<file path="config.mk">
export PLATFORM = sky130hd
export DESIGN_NAME = bitband_bridge
export DESIGN_NICKNAME = d
export VERILOG_FILES = /design/src/rtl/bb_pkg.sv /design/src/rtl/bb_addr_map.sv /design/src/rtl/bb_bit_merge.sv /design/src/rtl/bitband_bridge.sv
export SDC_FILE = /design/constraint.sdc
export NUM_CORES = 1
export LEC_CHECK = 0
export BUFFER_PORTS_ARGS = -buffer_cell sky130_fd_sc_hd__buf_2
export CAP_MARGIN = 20
export CORE_MARGIN = 4
export CORE_UTILIZATION = 42
export DETAILED_ROUTE_END_ITERATION = 6
export PLACE_DENSITY = 0.77
export REMOVE_ABC_BUFFERS = 1
export SETUP_SLACK_MARGIN = 0.1
export SKIP_CTS_REPAIR_TIMING = 1
export SLEW_MARGIN = 5
export SYNTH_ARGS = -nofsm -noshare
export SYNTH_HDL_FRONTEND = slang
export SYNTH_SLANG_ARGS = --single-unit
</file>
<file path="constraint.sdc">
create_clock -name clk -period 2.5 [get_ports clk]
set_clock_uncertainty 0.15 [all_clocks]
set_input_delay 0.375 -clock clk [delete_from_list [all_inputs] [get_ports clk]]
set_output_delay 0.375 -clock clk [all_outputs]
set_load 0.02 [all_outputs]
</file>
<file path="src/rtl/bb_pkg.sv">
package bb_pkg;

  localparam int BUS_W  = 32;
  localparam int BE_W   = BUS_W / 8;
  localparam int IDX_W  = $clog2(BUS_W);
  localparam int LANE_W = $clog2(BE_W);

  typedef enum logic [2:0] {
    ST_IDLE, ST_RD_REQ, ST_RD_WAIT, ST_WR_REQ, ST_WR_WAIT, ST_RESP
  } bb_state_e;

  function automatic logic size_legal(input logic [2:0] sz);
    return (sz == 3'd1) || (sz == 3'd2) || (sz == 3'd4);
  endfunction

  // mask that keeps bit positions inside a unit of sz bytes
  function automatic logic [IDX_W-1:0] unit_bit_mask(input logic [2:0] sz);
    case (sz)
      3'd1:    return IDX_W'(7);
      3'd2:    return IDX_W'(15);
      default: return IDX_W'(31);
    endcase
  endfunction

  function automatic logic [BE_W-1:0] unit_lanes(input logic [2:0] sz,
                                                 input logic [LANE_W-1:0] lane);
    case (sz)
      3'd1:    return BE_W'(1) << lane;
      3'd2:    return BE_W'(3) << lane;
      default: return {BE_W{1'b1}};
    endcase
  endfunction

endpackage

</file>
<file path="src/rtl/bb_addr_map.sv">
module bb_addr_map
  import bb_pkg::*;
#(
  parameter int          ADDR_W   = 32,
  parameter int          ALIAS_W  = 25,
  parameter logic [31:0] TGT_BASE = 32'h2000_0000
) (
  input  logic [ALIAS_W-1:0] off,
  input  logic [2:0]         size,
  output logic [ADDR_W-1:0]  tgt_addr,
  output logic [BE_W-1:0]    be,
  output logic [IDX_W-1:0]   bus_bit
);
  localparam int WORD_SHIFT = IDX_W;          // one alias word per target bit
  localparam int BYTE_OFF_W = ALIAS_W - WORD_SHIFT;

  logic [BYTE_OFF_W-1:0] byte_off;
  logic [ADDR_W-1:0]     raw_addr;
  logic [ADDR_W-1:0]     align_mask;
  logic [IDX_W-1:0]      unit_pos;
  logic [LANE_W-1:0]     lane;

  always_comb begin
    byte_off   = off[ALIAS_W-1:WORD_SHIFT];
    raw_addr   = ADDR_W'(TGT_BASE) | ADDR_W'(byte_off);
    align_mask = ~(ADDR_W'(size) - ADDR_W'(1));
    tgt_addr   = raw_addr & align_mask;
    lane       = tgt_addr[LANE_W-1:0];
    unit_pos   = off[IDX_W+1:2] & unit_bit_mask(size);
    bus_bit    = {lane, 3'b000} + unit_pos;
    be         = unit_lanes(size, lane);
  end

endmodule

</file>
<file path="src/rtl/bb_bit_merge.sv">
module bb_bit_merge
  import bb_pkg::*;
(
  input  logic [BUS_W-1:0] fetched,
  input  logic [IDX_W-1:0] bus_bit,
  input  logic             new_val,
  output logic             sel_bit,
  output logic [BUS_W-1:0] merged
);
  always_comb begin
    sel_bit = fetched[bus_bit];
    merged  = fetched;
    merged[bus_bit] = new_val;
  end
endmodule

</file>
<file path="src/rtl/bitband_bridge.sv">
module bitband_bridge
  import bb_pkg::*;
#(
  parameter int          ALIAS_W  = 25,
  parameter logic [31:0] TGT_BASE = 32'h2000_0000
) (
  input  logic               clk,
  input  logic               rst_n,
  input  logic               s_req_valid,
  output logic               s_req_ready,
  input  logic               s_req_write,
  input  logic [ALIAS_W-1:0] s_req_off,
  input  logic [2:0]         s_req_size,
  input  logic [31:0]        s_req_wdata,
  output logic               s_rsp_valid,
  output logic [31:0]        s_rsp_rdata,
  output logic               s_rsp_err,
  output logic               m_req_valid,
  input  logic               m_req_ready,
  output logic               m_req_write,
  output logic [31:0]        m_req_addr,
  output logic [3:0]         m_req_be,
  output logic [31:0]        m_req_wdata,
  input  logic               m_rsp_valid,
  input  logic [31:0]        m_rsp_rdata,
  input  logic               m_rsp_err
);

  bb_state_e          state;
  logic [ALIAS_W-1:0] q_off;
  logic [2:0]         q_size;
  logic               q_write;
  logic               q_newbit;
  logic [BUS_W-1:0]   wb_word;
  logic               rsp_bit;
  logic               rsp_err_q;

  logic [31:0]      map_addr;
  logic [BE_W-1:0]  map_be;
  logic [IDX_W-1:0] map_bit;
  logic             pick_bit;
  logic [BUS_W-1:0] pick_merged;

  // named events used by the checker
  logic accept, bad_size_evt, rd_done, rd_fail, busy;

  logic unused_bits;
  assign unused_bits = ^{s_req_off[1:0], s_req_wdata[31:1]};

  bb_addr_map #(.ADDR_W(32), .ALIAS_W(ALIAS_W), .TGT_BASE(TGT_BASE)) u_map (
    .off(q_off), .size(q_size),
    .tgt_addr(map_addr), .be(map_be), .bus_bit(map_bit)
  );

  bb_bit_merge u_merge (
    .fetched(m_rsp_rdata), .bus_bit(map_bit), .new_val(q_newbit),
    .sel_bit(pick_bit), .merged(pick_merged)
  );

  assign s_req_ready  = (state == ST_IDLE);
  assign accept       = s_req_valid && s_req_ready;
  assign bad_size_evt = accept && !size_legal(s_req_size);
  assign rd_done      = (state == ST_RD_WAIT) && m_rsp_valid;
  assign rd_fail      = rd_done && m_rsp_err;
  assign busy         = (state != ST_IDLE);

  always_ff @(posedge clk or negedge rst_n) begin
    if (!rst_n) begin
      state     <= ST_IDLE;
      q_off     <= '0;
      q_size    <= 3'd4;
      q_write   <= 1'b0;
      q_newbit  <= 1'b0;
      wb_word   <= '0;
      rsp_bit   <= 1'b0;
      rsp_err_q <= 1'b0;
    end else begin
      case (state)
        ST_IDLE: if (accept) begin
          q_off     <= s_req_off;
          q_size    <= s_req_size;
          q_write   <= s_req_write;
          q_newbit  <= s_req_wdata[0];
          rsp_bit   <= 1'b0;
          rsp_err_q <= !size_legal(s_req_size);
          state     <= size_legal(s_req_size) ? ST_RD_REQ : ST_RESP;
        end
        ST_RD_REQ:  if (m_req_ready) state <= ST_RD_WAIT;
        ST_RD_WAIT: if (m_rsp_valid) begin
          if (m_rsp_err) begin
            rsp_err_q <= 1'b1;
            state     <= ST_RESP;
          end else if (q_write) begin
            wb_word <= pick_merged;
            state   <= ST_WR_REQ;
          end else begin
            rsp_bit <= pick_bit;
            state   <= ST_RESP;
          end
        end
        ST_WR_REQ:  if (m_req_ready) state <= ST_WR_WAIT;
        ST_WR_WAIT: if (m_rsp_valid) begin
          rsp_err_q <= m_rsp_err;
          state     <= ST_RESP;
        end
        default:    state <= ST_IDLE;
      endcase
    end
  end

  assign m_req_valid = (state == ST_RD_REQ) || (state == ST_WR_REQ);
  assign m_req_write = (state == ST_WR_REQ);
  assign m_req_addr  = map_addr;
  assign m_req_be    = map_be;
  assign m_req_wdata = wb_word;
  assign s_rsp_valid = (state == ST_RESP);
  assign s_rsp_err   = rsp_err_q;
  assign s_rsp_rdata = {31'd0, rsp_bit};

endmodule

</file>
======== Yosys cells after proc, flatten, opt, wreduce, memory -nomap -nowiden ========
Index checks and enable logic that the tools add are counted.
storage, ports and cells
  flip-flop bits (word level) ............. 67
  word-level logic and storage cells ...... 76
  output and inout port bits .............. 105
  input port bits ......................... 99
cells by class
  magnitude comparators ................... 2
  shift-type cells ........................ 2
  bitwise operators ....................... 4
  reduce and logical (&&, ||, !) cells .... 14
  $add $sub $neg .......................... 2
  muxes and demuxes ....................... 26
  equal/unequal tests ..................... 18
operators with widths
  operator                                                                       number
  30-bit by 32-bit AND with 32-bit output                                        1
  32-bit bitwise mux                                                             1
  32-bit NOT                                                                     1
  3-bit 2-to-1 mux                                                               8
  3-bit case mux with 5 select lines                                             1
  5-bit AND reduction                                                            3
  2-bit inequality test (second input constant)                                  7
  3-bit by 2-bit == test with 1-bit output (second input constant)               4
  1-bit 2-to-1 mux                                                               10
  5-bit case mux with 2 select lines                                             1
  3-bit by 1-bit == test with 1-bit output (second input constant)               3
  3-bit == test (second input constant)                                          3
  4-bit case mux with 2 select lines                                             1
  5-bit by 6-bit less-than comparator with 1-bit output (second input constant)  1
  5-bit adder                                                                    1
  5-bit AND                                                                      1
  1-bit binary-select mux with 5-bit select                                      1
  1-bit demux with 5-bit select                                                  1
  5-bit by 1-bit >= comparator with 1-bit output (second input constant)         1
  4-bit AND reduction                                                            1
  1-bit by 2-bit << shifter with 4-bit output (first input constant)             1
  2-bit by 2-bit << shifter with 4-bit output (first input constant)             1
  3-bit by 1-bit subtractor with 4-bit output (second input constant)            1
  3-bit logical NOT                                                              1
  other kinds (10)                                                               13

======== Depth between registers and ports, before layout ========
Gate-level depths: netlist of run 1.
  depth in word-level cells ............... 10
  mapped depth ............................ 11
  depth with buffers taken out ............ 10

======== By module ========
A second synthesis of run 1 with hierarchy kept.
unflattened totals
  cells, all modules ...................... 401
  area, all modules ....................... 4526.8 um^2
modules (own cells, without submodules)
  module          times used  area an instance (um^2)  cells each
  bitband_bridge  1           3175.5                   219
  bb_bit_merge    1           937.1                    124
  bb_addr_map     1           414.1                    58

======== Worst setup path before layout of run 1 ========
Ideal clock, no wire load.
  kind .................................... flip-flop to flip-flop
  start ................................... register q_size[0]
  end ..................................... register wb_word[8] (netlist: m_req_wdata[8])
  arrival time ............................ 2136 ps
  data required time ...................... 2219 ps
  stages on the path, launching flop included .. 10
  library setup time ...................... 131 ps
  slack ................................... 83 ps
  period minus slack after synthesis ...... 2417 ps
  cell sequence ........................... dfrtp_1 -> inv_1 -> ha_1 -> nor2_1 -> a21boi_0 -> ha_1 -> nor2b_1 -> nand2_1 -> o211a_1 -> or3_1
on the way
  cells in the longest elaborated chain, start to end .. 9
RTL lines
  element                                                                                                                                        line                                  source
  from (decl)                                                                                                                                    bitband_bridge.sv:31                  logic [2:0] q_size;
  from (signal assigned)                                                                                                                         bitband_bridge.sv:81                  q_size <= s_req_size;
  3-bit by 1-bit subtractor with 4-bit output (tied with other cells)                                                                            bb_addr_map.sv:26                     align_mask = ~(ADDR_W'(size) - ADDR_W'(1));
  32-bit NOT or 5-bit case mux with 2 select lines (tied branches)                                                                               bb_addr_map.sv:26, bb_pkg.sv:18
  30-bit by 32-bit AND with 32-bit output or 5-bit AND (tied branches)                                                                           bb_addr_map.sv:27, bb_addr_map.sv:29
  5-bit adder (*)                                                                                                                                bb_addr_map.sv:30                     bus_bit = {lane, 3'b000} + unit_pos;
  5-bit by 6-bit less-than comparator with 1-bit output (implied by the code) or 5-bit by 1-bit >= comparator with 1-bit output (tied branches)  bb_bit_merge.sv:13                    merged[bus_bit] = new_val;
  1-bit logical AND (implied by the code)                                                                                                        bb_bit_merge.sv:13
  1-bit 2-to-1 mux (implied by the code)                                                                                                         bb_bit_merge.sv:13
  1-bit demux with 5-bit select (*)                                                                                                              --
  32-bit bitwise mux (*)                                                                                                                         bb_bit_merge.sv:13
  to (signal assigned)                                                                                                                           bitband_bridge.sv:94                  wb_word <= pick_merged;
  to (decl)                                                                                                                                      bitband_bridge.sv:34                  logic [BUS_W-1:0] wb_word;
Mark *: on every way between the ends. The rest lies on a longest branch, timed or not.
A chain may end at the register's enable or synchronous reset.

======== Worst setup path after layout of run 1 ========
  start ................................... register q_size[0]
  end ..................................... register wb_word[7] (netlist: m_req_wdata[7])
The elaborated chain is that of the path after synthesis.

==> results.yml, run 1 <==
global_routing:
  grt_max_degree: 66
  grt_usage_pct: 19.3
  grt_overflow: 0
  grt_pass1_wl_mm: 17.6
  grt_pass1_vias: 3576
  grt-busiest-layer: "met2"
  met1_usage_pct: 23.7
  use_met3_pct: 7.04
  antenna_found_initial: 4
  grt_use_met2_pct: 31.0
cts:
  clock_latency_ns: 0.35
  cts_tree: "yes"
  cts_buffers: 9
  clk_path_buf_depth: 2
  htreeDepth: 3
  clock_sinks: 65
  cts-root-buf: "clkbuf_8"
  clk_pin_slew_ns: 0.09
setup_path:
  startpoint_type: "flip-flop"
  path_cells: "inv_2, ha_4, buf_6, o21ba_4, mux2i_4, buf_12, xor2_4, buf_6, buf_12, o31ai_4, a31oi_1"
  slowest_delay_ns: 0.41
  crit_required_ns: 2.56
  crit_type: "reg -> reg"
  crit_slowest_cell: "dfrtp_1"
  r2r_slack_ns: 0.13
  critPathCaptureType: "flip-flop"
  arrival_ns: 2.43
  crit_fanout: 6
logic_synthesis:
  synthMuxAreaShare_pct: 12.6
  ys_seq_area_share_pct: 39.6
  synthFlopType: "dfrtp_1"
  async_flop_share_pct: 100
  syn_avg_cell_area_um2: 9.35
  synth-xor-area-share_pct: 1.49
  synth_edf_count: 0
  syn_area_um2: 4110
  synth.distinct_cells: 46
  synth_top_family_by_area: "simple AND/OR/NAND/NOR gates"
  synthSimpleGateAreaFrac_pct: 17.9
  synthAdderAreaFrac_pct: 1.52
  yosys_warnings: 0
  ys_ff_latch: 65
  synth-compound-area-share_pct: 14.0
  syn_inst: 439
sta:
  finalCritPeriodShare_pct: 94.7
  layout_min_cycle_time_ns: 2.37
  fmax_ghz: 0.423
  worstMarginPinSlew_ns: 0.631
  setup_violations: 0
  setup-tns-final_ns: 0
  maxSlewHeadroom_pct: 57.8
  hold_viol: 0
  timing.final.ws_setup_ns: 0.133
  finalMaxSlewViolations: 0
  rsz0062_at_grt: "true"
  whs_ns: 0.0838
die:
  ios: 204
  die_w_um: 107
  start_util_pct: 43.8
  placementRows: 35
  chipHeight_um: 107
  die_area_um2: 11400
  core-area_um2: 9370
finish:
  nNetsFinal: 679
  multi_input_area_um2: 2280
  areaGrowthSynthToFinish_pct: 29.4
  final-seq-area_um2: 1630
  n_fill_cell: 813
  drive_gt1_share_pct: 40.5
  final_area_um2: 5310
power:
  power.total_mw: 8.47
  power_density_nw_per_um2: 1590
  vdd_ir_drop_max_mv: 0.673
  leakage_nw: 2.41
placement:
  gp_congestion: 0.868
  post-place-ws_ns: -0.00227
  io_buffers: 128
  dpl.hpwl_mm: 8.27
  post_dp_cell_area_um2: 4730
worst_hold_path:
  hold_class: "in -> reg"
route:
  drt-wirelength-per-cell_um: 17.0
  drc: 0
  drtAntennaViolNets: 0
  drtIter0Drc: 292
  vias_per_cell: 5.41
  first_pass_iters: 5
  wirelength_mm: 12.1
  via_count: 3849
status:
  status: "finished clean"
flow_run:
  maxCapViolCount: 0
## synthesized netlist by cell type, types with 2 or more instances
cell      count  area (µm²)
a22oi_1       5        37.5
a31oi_1      31         194
and2_1        4        25.0
buf_2        14        70.1
buf_4        44         330
buf_6         4        45.0
clkbuf_1     12        45.0
dfrtp_1      64        1600
ha_1          5        62.6
inv_1         7        26.3
mux2_2       26         293
mux2i_1       2        20.0
mux4_2        8         180
nand2_1      22        82.6
nand2b_1      6        37.5
nand3_1      27         135
nand4_1       7        43.8
nor2_1       50         188
nor2b_1      23         144
nor3_1        8        40.0
o211ai_1      2        15.0
o21ai_0      32         160
o21ai_1       4        20.0
o22ai_1       2        12.5
o31ai_1       8        60.1
or3_1         2        12.5
## logic make-up (layout without fill, tap and decap cells)
logic type               after synthesis  in the layout
adder cells (fa/ha/maj)                5              5
other                                  1             44
AO/OA/AOI/OAI                         92             92
buffers and inverters                 82            181
XOR/XNOR                               4              5
multiplexers                          37             37
AND/OR/NAND/NOR                      153            153
flip-flops                            65             65
## worst paths after layout
| check | startpoint | end | cells past startpoint |
|---|---|---|---|
| worst max-delay path | q_size[0]$_DFFE_PN0P_ | m_req_wdata[7]$_DFFE_PN0P_ | 11 |
| worst min-delay path | m_req_ready | state[0]$_DFFE_PN0P_ | 2 |
| min in group asynchronous | rst_n | s_rsp_err$_DFFE_PN0P_ | 3 |
| max in group asynchronous | rst_n | q_size[2]$_DFFE_PN1P_ | 3 |
| worst min register to register | q_off[24]$_DFFE_PN0P_ | q_off[24]$_DFFE_PN0P_ | 1 |
| worst max register to register | q_size[0]$_DFFE_PN0P_ | m_req_wdata[7]$_DFFE_PN0P_ | 11 |
## placed cells by master, fill, tap and decap left out, types with 3 or more instances in the layout
cell / count
mux2_2: 26
buf_6: 3
buf_4: 19
a22oi_1: 5
dfrtp_1: 63
inv_6: 3
clkbuf_16: 4
and2_1: 4
ha_4: 3
conb_1: 42
buf_12: 4
a31oi_1: 31
nand4_1: 7
buf_2: 127
nor2b_1: 22
o31ai_1: 3
mux4_2: 8
nand2_1: 21
nand2b_1: 5
nor2_1: 47
o21ai_0: 26
clkbuf_8: 9
nand3_1: 27
o31ai_4: 4
inv_1: 5
o21ai_1: 10
nor3_1: 7
## worst max-delay path, delay by kind of cell (launching register included)
kind                       cells  cell delay (ns)
adders and majority gates      1             0.16
DFF                            1             0.41
AOI/OAI and AO/OA              3             0.50
xor gates and xnor gates       1             0.18
buffers and inverters          5             0.63
muxes                          1             0.19
## where the power goes
group	total, mW	leakage (nW)	internal [mW]	switching (mW)
combinational	5.49	1.51	2.38	3.12
clock	0.970	0.103	0.480	0.490
sequential	2.01	0.797	1.56	0.445
## sequential cells by signal, summed over array words and instances, names as in the netlist
signal and count:
q_newbit 1, rsp_bit 1, q_off 23, q_write 1, state 3, q_size 3
s_rsp_err 1, m_req_wdata 32
## per-layer routing
| layer | vias to the layer above | part of all wire [%] |
|---|---|---|
| met5 | - | 0.18 |
| met4 | 6 | 3.3 |
| met3 | 46 | 12 |
| met2 | 246 | 48 |
| met1 | 1793 | 36 |
| li1 | 1758 | - |
## stage by stage
step / utilization [%] / std cells
floorplan: - / 405
global placement: 50.4 / 677
detailed placement: 50.4 / 677
CTS: 52.6 / 693
global route: 56.7 / 710
finish: 56.7 / 711
## final cells by class
cell class              instances  share of cell area, %
diodes                          2                 0.0942
multi-input cells             334                   42.9
repair buffers                158                   18.9
inverters                       7                  0.494
flip-flops and latches         65                   30.7
clock buffers                   9                   2.33
clock inverters                 7                   1.58
well taps                     129                   3.04
Power figures use the tool's default switching activity.
==> run 2, diff against run 1 <==
--- a/config.mk
+++ b/config.mk
@@ -7,7 +7,6 @@
 export LEC_CHECK = 0
 export BUFFER_PORTS_ARGS = -buffer_cell sky130_fd_sc_hd__buf_2
 export CAP_MARGIN = 20
-export CORE_MARGIN = 4
 export CORE_UTILIZATION = 42
 export DETAILED_ROUTE_END_ITERATION = 6
 export PLACE_DENSITY = 0.77
==> run 2 against run 1 <==
- cell area fell by 4.2%
- largest cell class unchanged
- hold slack better by 0.013 ns
- sequential cell count stayed put
- wire length decreased by 12%
- clock-buffer cell count grew 3
- combinational power shrank 15%
- non-clock buffer count fell by 7
- critical endpoint is now m_req_wdata[11]$_DFFE_PN0P_
- total power is 9.7% lower
- first-iteration DRC count decreased by 37%
- via count fell by 5.4%
- clock power is 2% lower
- largest power group unchanged
==> results.yml, run 2 (synthesized netlist as in run 1, its figures left out) <==
sta:
  hold_viol: 0
  layout_min_cycle_time_ns: 2.36
  fmax_ghz: 0.423
  finalMaxSlewViolations: 0
  setup_violations: 0
  timing.final.ws_setup_ns: 0.136
  maxSlewHeadroom_pct: 53.0
  worstMarginPinSlew_ns: 0.704
  rsz0062_at_grt: "true"
  finalCritPeriodShare_pct: 94.6
die:
  die_area_um2: 10200
  start_util_pct: 43.8
  die_w_um: 101
  core-area_um2: 9370
  ios: 204
  chipHeight_um: 101
  placementRows: 35
setup_path:
  crit_top_cell: "buf_12"
  critical_path.top_delay_family: "compound AO/OA/AOI/OAI gates"
  crit_required_ns: 2.57
  arrival_ns: 2.43
  cp_num_cells: 9
  crit_slowest_cell: "dfrtp_1"
  critPathCaptureType: "flip-flop"
  reg2regPathDepth: 9
  critical_path_buf_inv_count: 3
  crit_fanout: 20
  crit_type: "reg -> reg"
  path_cells: "buf_4, ha_2, o21ba_4, mux2i_4, buf_12, xor2_4, buf_12, o31ai_1, a31oi_1"
  slowest_delay_ns: 0.39
  startpoint_type: "flip-flop"
route:
  via_count: 3640
  first_pass_iters: 5
  drtIter0Drc: 183
  drtAntennaViolNets: 0
  wirelength_mm: 10.7
  vias_per_cell: 5.19
  drt-wirelength-per-cell_um: 15.2
  drc: 0
global_routing:
  grt_pass1_wl_mm: 16.6
  antenna_found_initial: 0
  grt_max_degree: 47
  grt_pass1_vias: 3450
  grt_overflow: 0
  grt_usage_pct: 20.9
finish:
  nNetsFinal: 672
  areaGrowthSynthToFinish_pct: 24.0
  final_common_cell: "buf_2"
  final_cell_mix: "buf_2, dfrtp_1, nor2_1"
  final_util_pct: 54.3
  n_antenna_cell: 0
  n_fill_cell: 875
  drive_gt1_share_pct: 38.7
  largest_register_ffs: 32
worst_hold_path:
  holdPathStages: 2
  hold_class: "in -> reg"
power:
  vdd_ir_drop_max_mv: 0.608
  power_density_nw_per_um2: 1500
  leakage_nw: 2.34
cts:
  clk_pin_slew_ns: 0.08
  htreeDepth: 3
  cts_buffers: 9
  clock_sinks: 65
  clock_latency_ns: 0.34
  cts-root-buf: "clkbuf_8"
  cts_tree: "yes"
  clk_path_buf_depth: 2
status:
  status: "finished clean"
flow_run:
  maxCapViolCount: 0
placement:
  io_buffers: 128
  post-place-ws_ns: -0.0300
  gp_congestion: 0.857
  dpl.hpwl_mm: 7.76
## run 2: power breakdown
part,switching (mW),internal (mW)
logic,2.76,1.92
clock network,0.414,0.540
registers,0.451,1.57
## run 2: metrics by stage
stage	TNS [ns]	instance area, µm²	power (mW)	std cells	hold WS [ns]
final	0	5090	7.65	702	0.0967
after global routing	0	5090	8.17	702	0.0859
after CTS	-0.0414	4960	7.31	694	-0.112
after detailed placement	-0.0300	4750	6.33	678	0.270
after global placement	0	4750	6.21	678	0.255
after floorplan	-104.51	3760	4.75	405	-0.0706
## run 2: worst register-to-register path: cells and delay by family (launching register included)
family / cells / cell delay, ns
flops: 1 / 0.39
buf+inv: 3 / 0.47
xor+xnor: 1 / 0.21
compound gates: 3 / 0.63
fa+ha+maj: 1 / 0.19
mux: 1 / 0.19
## run 2: layer usage
metal / vias up / wire [µm] / track usage [%]
li1: 1731 / - / -
met3: 16 / 804 / 5.89
met4: 0 / 178 / 7.36
met5: - / 0 / 0
met1: 1732 / 4380 / 25.6
met2: 161 / 5310 / 35.1
## run 2: cell type report
type	instances	area (µm²)	area share, %
flip-flops and latches	65	1630	32.0
repair buffers	151	878	17.3
clock inverters	4	50.0	0.983
well taps	129	161	3.17
multi-input cells	334	2180	42.9
clock buffers	12	165	3.24
inverters	7	26.3	0.516
## run 2: worst paths after layout
path,slack [ns],from,to
max,0.14,q_size[0]$_DFFE_PN0P_,m_req_wdata[11]$_DFFE_PN0P_
min,0.1,m_req_ready,state[0]$_DFFE_PN0P_
max reg2reg,0.14,q_size[0]$_DFFE_PN0P_,m_req_wdata[11]$_DFFE_PN0P_
min reg2reg,0.35,q_off[18]$_DFFE_PN0P_,q_off[18]$_DFFE_PN0P_
max in group asynchronous,1.09,rst_n,q_size[2]$_DFFE_PN1P_
min in group asynchronous,0.41,rst_n,state[0]$_DFFE_PN0P_
==> run 3, diff against run 2 <==
--- a/config.mk
+++ b/config.mk
@@ -6,7 +6,7 @@
 export NUM_CORES = 1
 export LEC_CHECK = 0
 export BUFFER_PORTS_ARGS = -buffer_cell sky130_fd_sc_hd__buf_2
-export CAP_MARGIN = 20
+export CAP_MARGIN = 25
 export CORE_UTILIZATION = 42
 export DETAILED_ROUTE_END_ITERATION = 6
 export PLACE_DENSITY = 0.77
==> constraint.sdc (replaced) <==
create_clock -name clk -period 2 [get_ports clk]
set_clock_uncertainty 0.15 [all_clocks]
set_input_delay 0.3 -clock clk [delete_from_list [all_inputs] [get_ports clk]]
set_output_delay 0.3 -clock clk [all_outputs]
set_load 0.02 [all_outputs]
==> run 3 against run 2 <==
- the flow now finishes with violations (hold timing, setup timing)
- sequential cell count stayed put
- largest cell class unchanged
- combinational power is 65% higher
- clock-buffer cell count is 3 lower
- core utilization is 6.3 points higher
- cell count is 4.3% higher
- critical path type unchanged
- first-iteration DRC count is 43% higher
==> results.yml, run 3 (synthesized netlist as in run 1, its figures left out) <==
status:
  status: "finished with violations"
  violations: "hold timing, setup timing"
die:
  core-area_um2: 9370
  die_w_um: 101
  start_util_pct: 43.8
  die_area_um2: 10200
  chipHeight_um: 101
  placementRows: 35
  ios: 204
power:
  leakage_nw: 2.58
  vdd_ir_drop_max_mv: 0.809
  p_sw_mw: 5.28
  p_sw_share_pct: 45.8
  p_comb_share_pct: 67.0
  seqPwrFrac_pct: 21.6
  p_int_mw: 6.24
  clkPwrFrac_pct: 11.4
  power_density_nw_per_um2: 2030
sta:
  setup_violations: 53
  maxSlewHeadroom_pct: 61.5
  setup-tns-final_ns: -11.55
  finalMaxSlewViolations: 0
  timing.final.ws_setup_ns: -0.383
  worstMarginPinSlew_ns: 0.578
  finalCritPeriodShare_pct: 119
  hold_viol: 1
  whs_ns: -0.00225
  fmax_ghz: 0.420
  layout_min_cycle_time_ns: 2.38
  rsz0062_at_grt: "true"
global_routing:
  grt_usage_pct: 21.0
  grt_max_degree: 39
  grt_pass1_wl_mm: 16.6
  antenna_found_initial: 1
  grt_pass1_vias: 3513
  grt_overflow: 0
setup_path:
  crit_required_ns: 2.08
  crit_type: "reg -> reg"
  crit_fanout: 4
  startpoint_type: "flip-flop"
  critPathCaptureType: "flip-flop"
  arrival_ns: 2.46
finish:
  largest_register_ffs: 32
  final_common_cell: "buf_2"
  nNetsFinal: 702
  n_fill_cell: 776
  drive_gt1_share_pct: 47.3
  final_util_pct: 60.6
  final_cell_mix: "buf_2, dfrtp_1, nor2_1"
  areaGrowthSynthToFinish_pct: 38.3
  n_antenna_cell: 0
route:
  route.top_layer_used: "met5"
  wirelength_mm: 12.3
  first_pass_iters: 5
  drt-wirelength-per-cell_um: 16.7
  drc: 0
  vias_per_cell: 5.38
  dr_wl_met3_um: 860
  drtIter0Drc: 262
  via_count: 3935
  drtAntennaViolNets: 0
  m1WireLength_mm: 4.88
  wl_met2_mm: 6.07
placement:
  io_buffers: 128
  dpl.hpwl_mm: 8.08
  gp_congestion: 0.865
cts:
  clk_pin_slew_ns: 0.09
  cts_tree: "yes"
  clock_latency_ns: 0.35
  cts-root-buf: "clkbuf_8"
  cts_buffers: 9
  htreeDepth: 3
  clock_sinks: 65
  clk_path_buf_depth: 2
worst_hold_path:
  hold_class: "in -> reg"
flow_run:
  maxCapViolCount: 0
run 3: area by class of cell:
type                            count  area [µm²]  share of cell area [%]
Inverter                            7        31.3                   0.551
Clock inverter                      7         101                    1.78
Timing Repair Buffer              182        1270                    22.3
Clock buffer                        9         124                    2.18
Multi-Input combinational cell    333        2360                    41.6
Tap cell                          129         161                    2.84
Sequential cell                    65        1630                    28.7
run 3: power by group through the flow:
stage / registers, mW / logic, mW / clock network (mW)
2_1_floorplan: 2.86 / 3.08 / 0
3_3_place_gp: 2.40 / 5.79 / 0
3_5_place_dp: 2.44 / 5.90 / 0
4_1_cts: 2.41 / 5.94 / 1.32
5_1_grt: 2.58 / 8.20 / 1.38
6_report: 2.49 / 7.72 / 1.31
run 3: metal layers:
| layer | global-route usage, % | vias to the layer above |
|---|---|---|
| met2 | 35.1 | 217 |
| li1 | - | 1789 |
| met4 | 9.70 | 2 |
| met1 | 26.2 | 1883 |
| met5 | 0 | - |
| met3 | 4.30 | 44 |
run 3: path summary, 6_finish.rpt:
kind | start | to | slack [ns] | cells past startpoint
setup / recovery | q_size[1]$_DFFE_PN0P_ | m_req_wdata[8]$_DFFE_PN0P_ | -0.38 | 8
hold / removal | m_req_ready | state[0]$_DFFE_PN0P_ | -0.002 | 2
setup reg to reg | q_size[1]$_DFFE_PN0P_ | m_req_wdata[8]$_DFFE_PN0P_ | -0.38 | 8
hold reg to reg | q_off[19]$_DFFE_PN0P_ | q_off[19]$_DFFE_PN0P_ | 0.35 | 1
max in group asynchronous | rst_n | q_off[20]$_DFFE_PN0P_ | 0.72 | 3
min in group asynchronous | rst_n | q_off[6]$_DFFE_PN0P_ | 0.31 | 2
run 3: worst max-delay path: stages, from the launching register on:
cell and delay [ns]:
dfrtp_2 0.46, ha_4 0.18, buf_6 0.11, o21ba_4 0.22, mux2i_4 0.22, xor2_4 0.21, buf_6 0.15, o211a_1 0.20
or3_1 0.36
run 3: through the flow:
stage	cells	setup slack [ns]	power (mW)	instance area [µm²]
6_report	732	-0.383	11.5	5680
5_1_grt	732	-0.441	12.2	5680
4_1_cts	713	-0.389	9.68	5140
3_5_place_dp	697	-0.372	8.34	4910
3_3_place_gp	697	-0.333	8.19	4910
2_1_floorplan	405	-3.86	5.94	3760
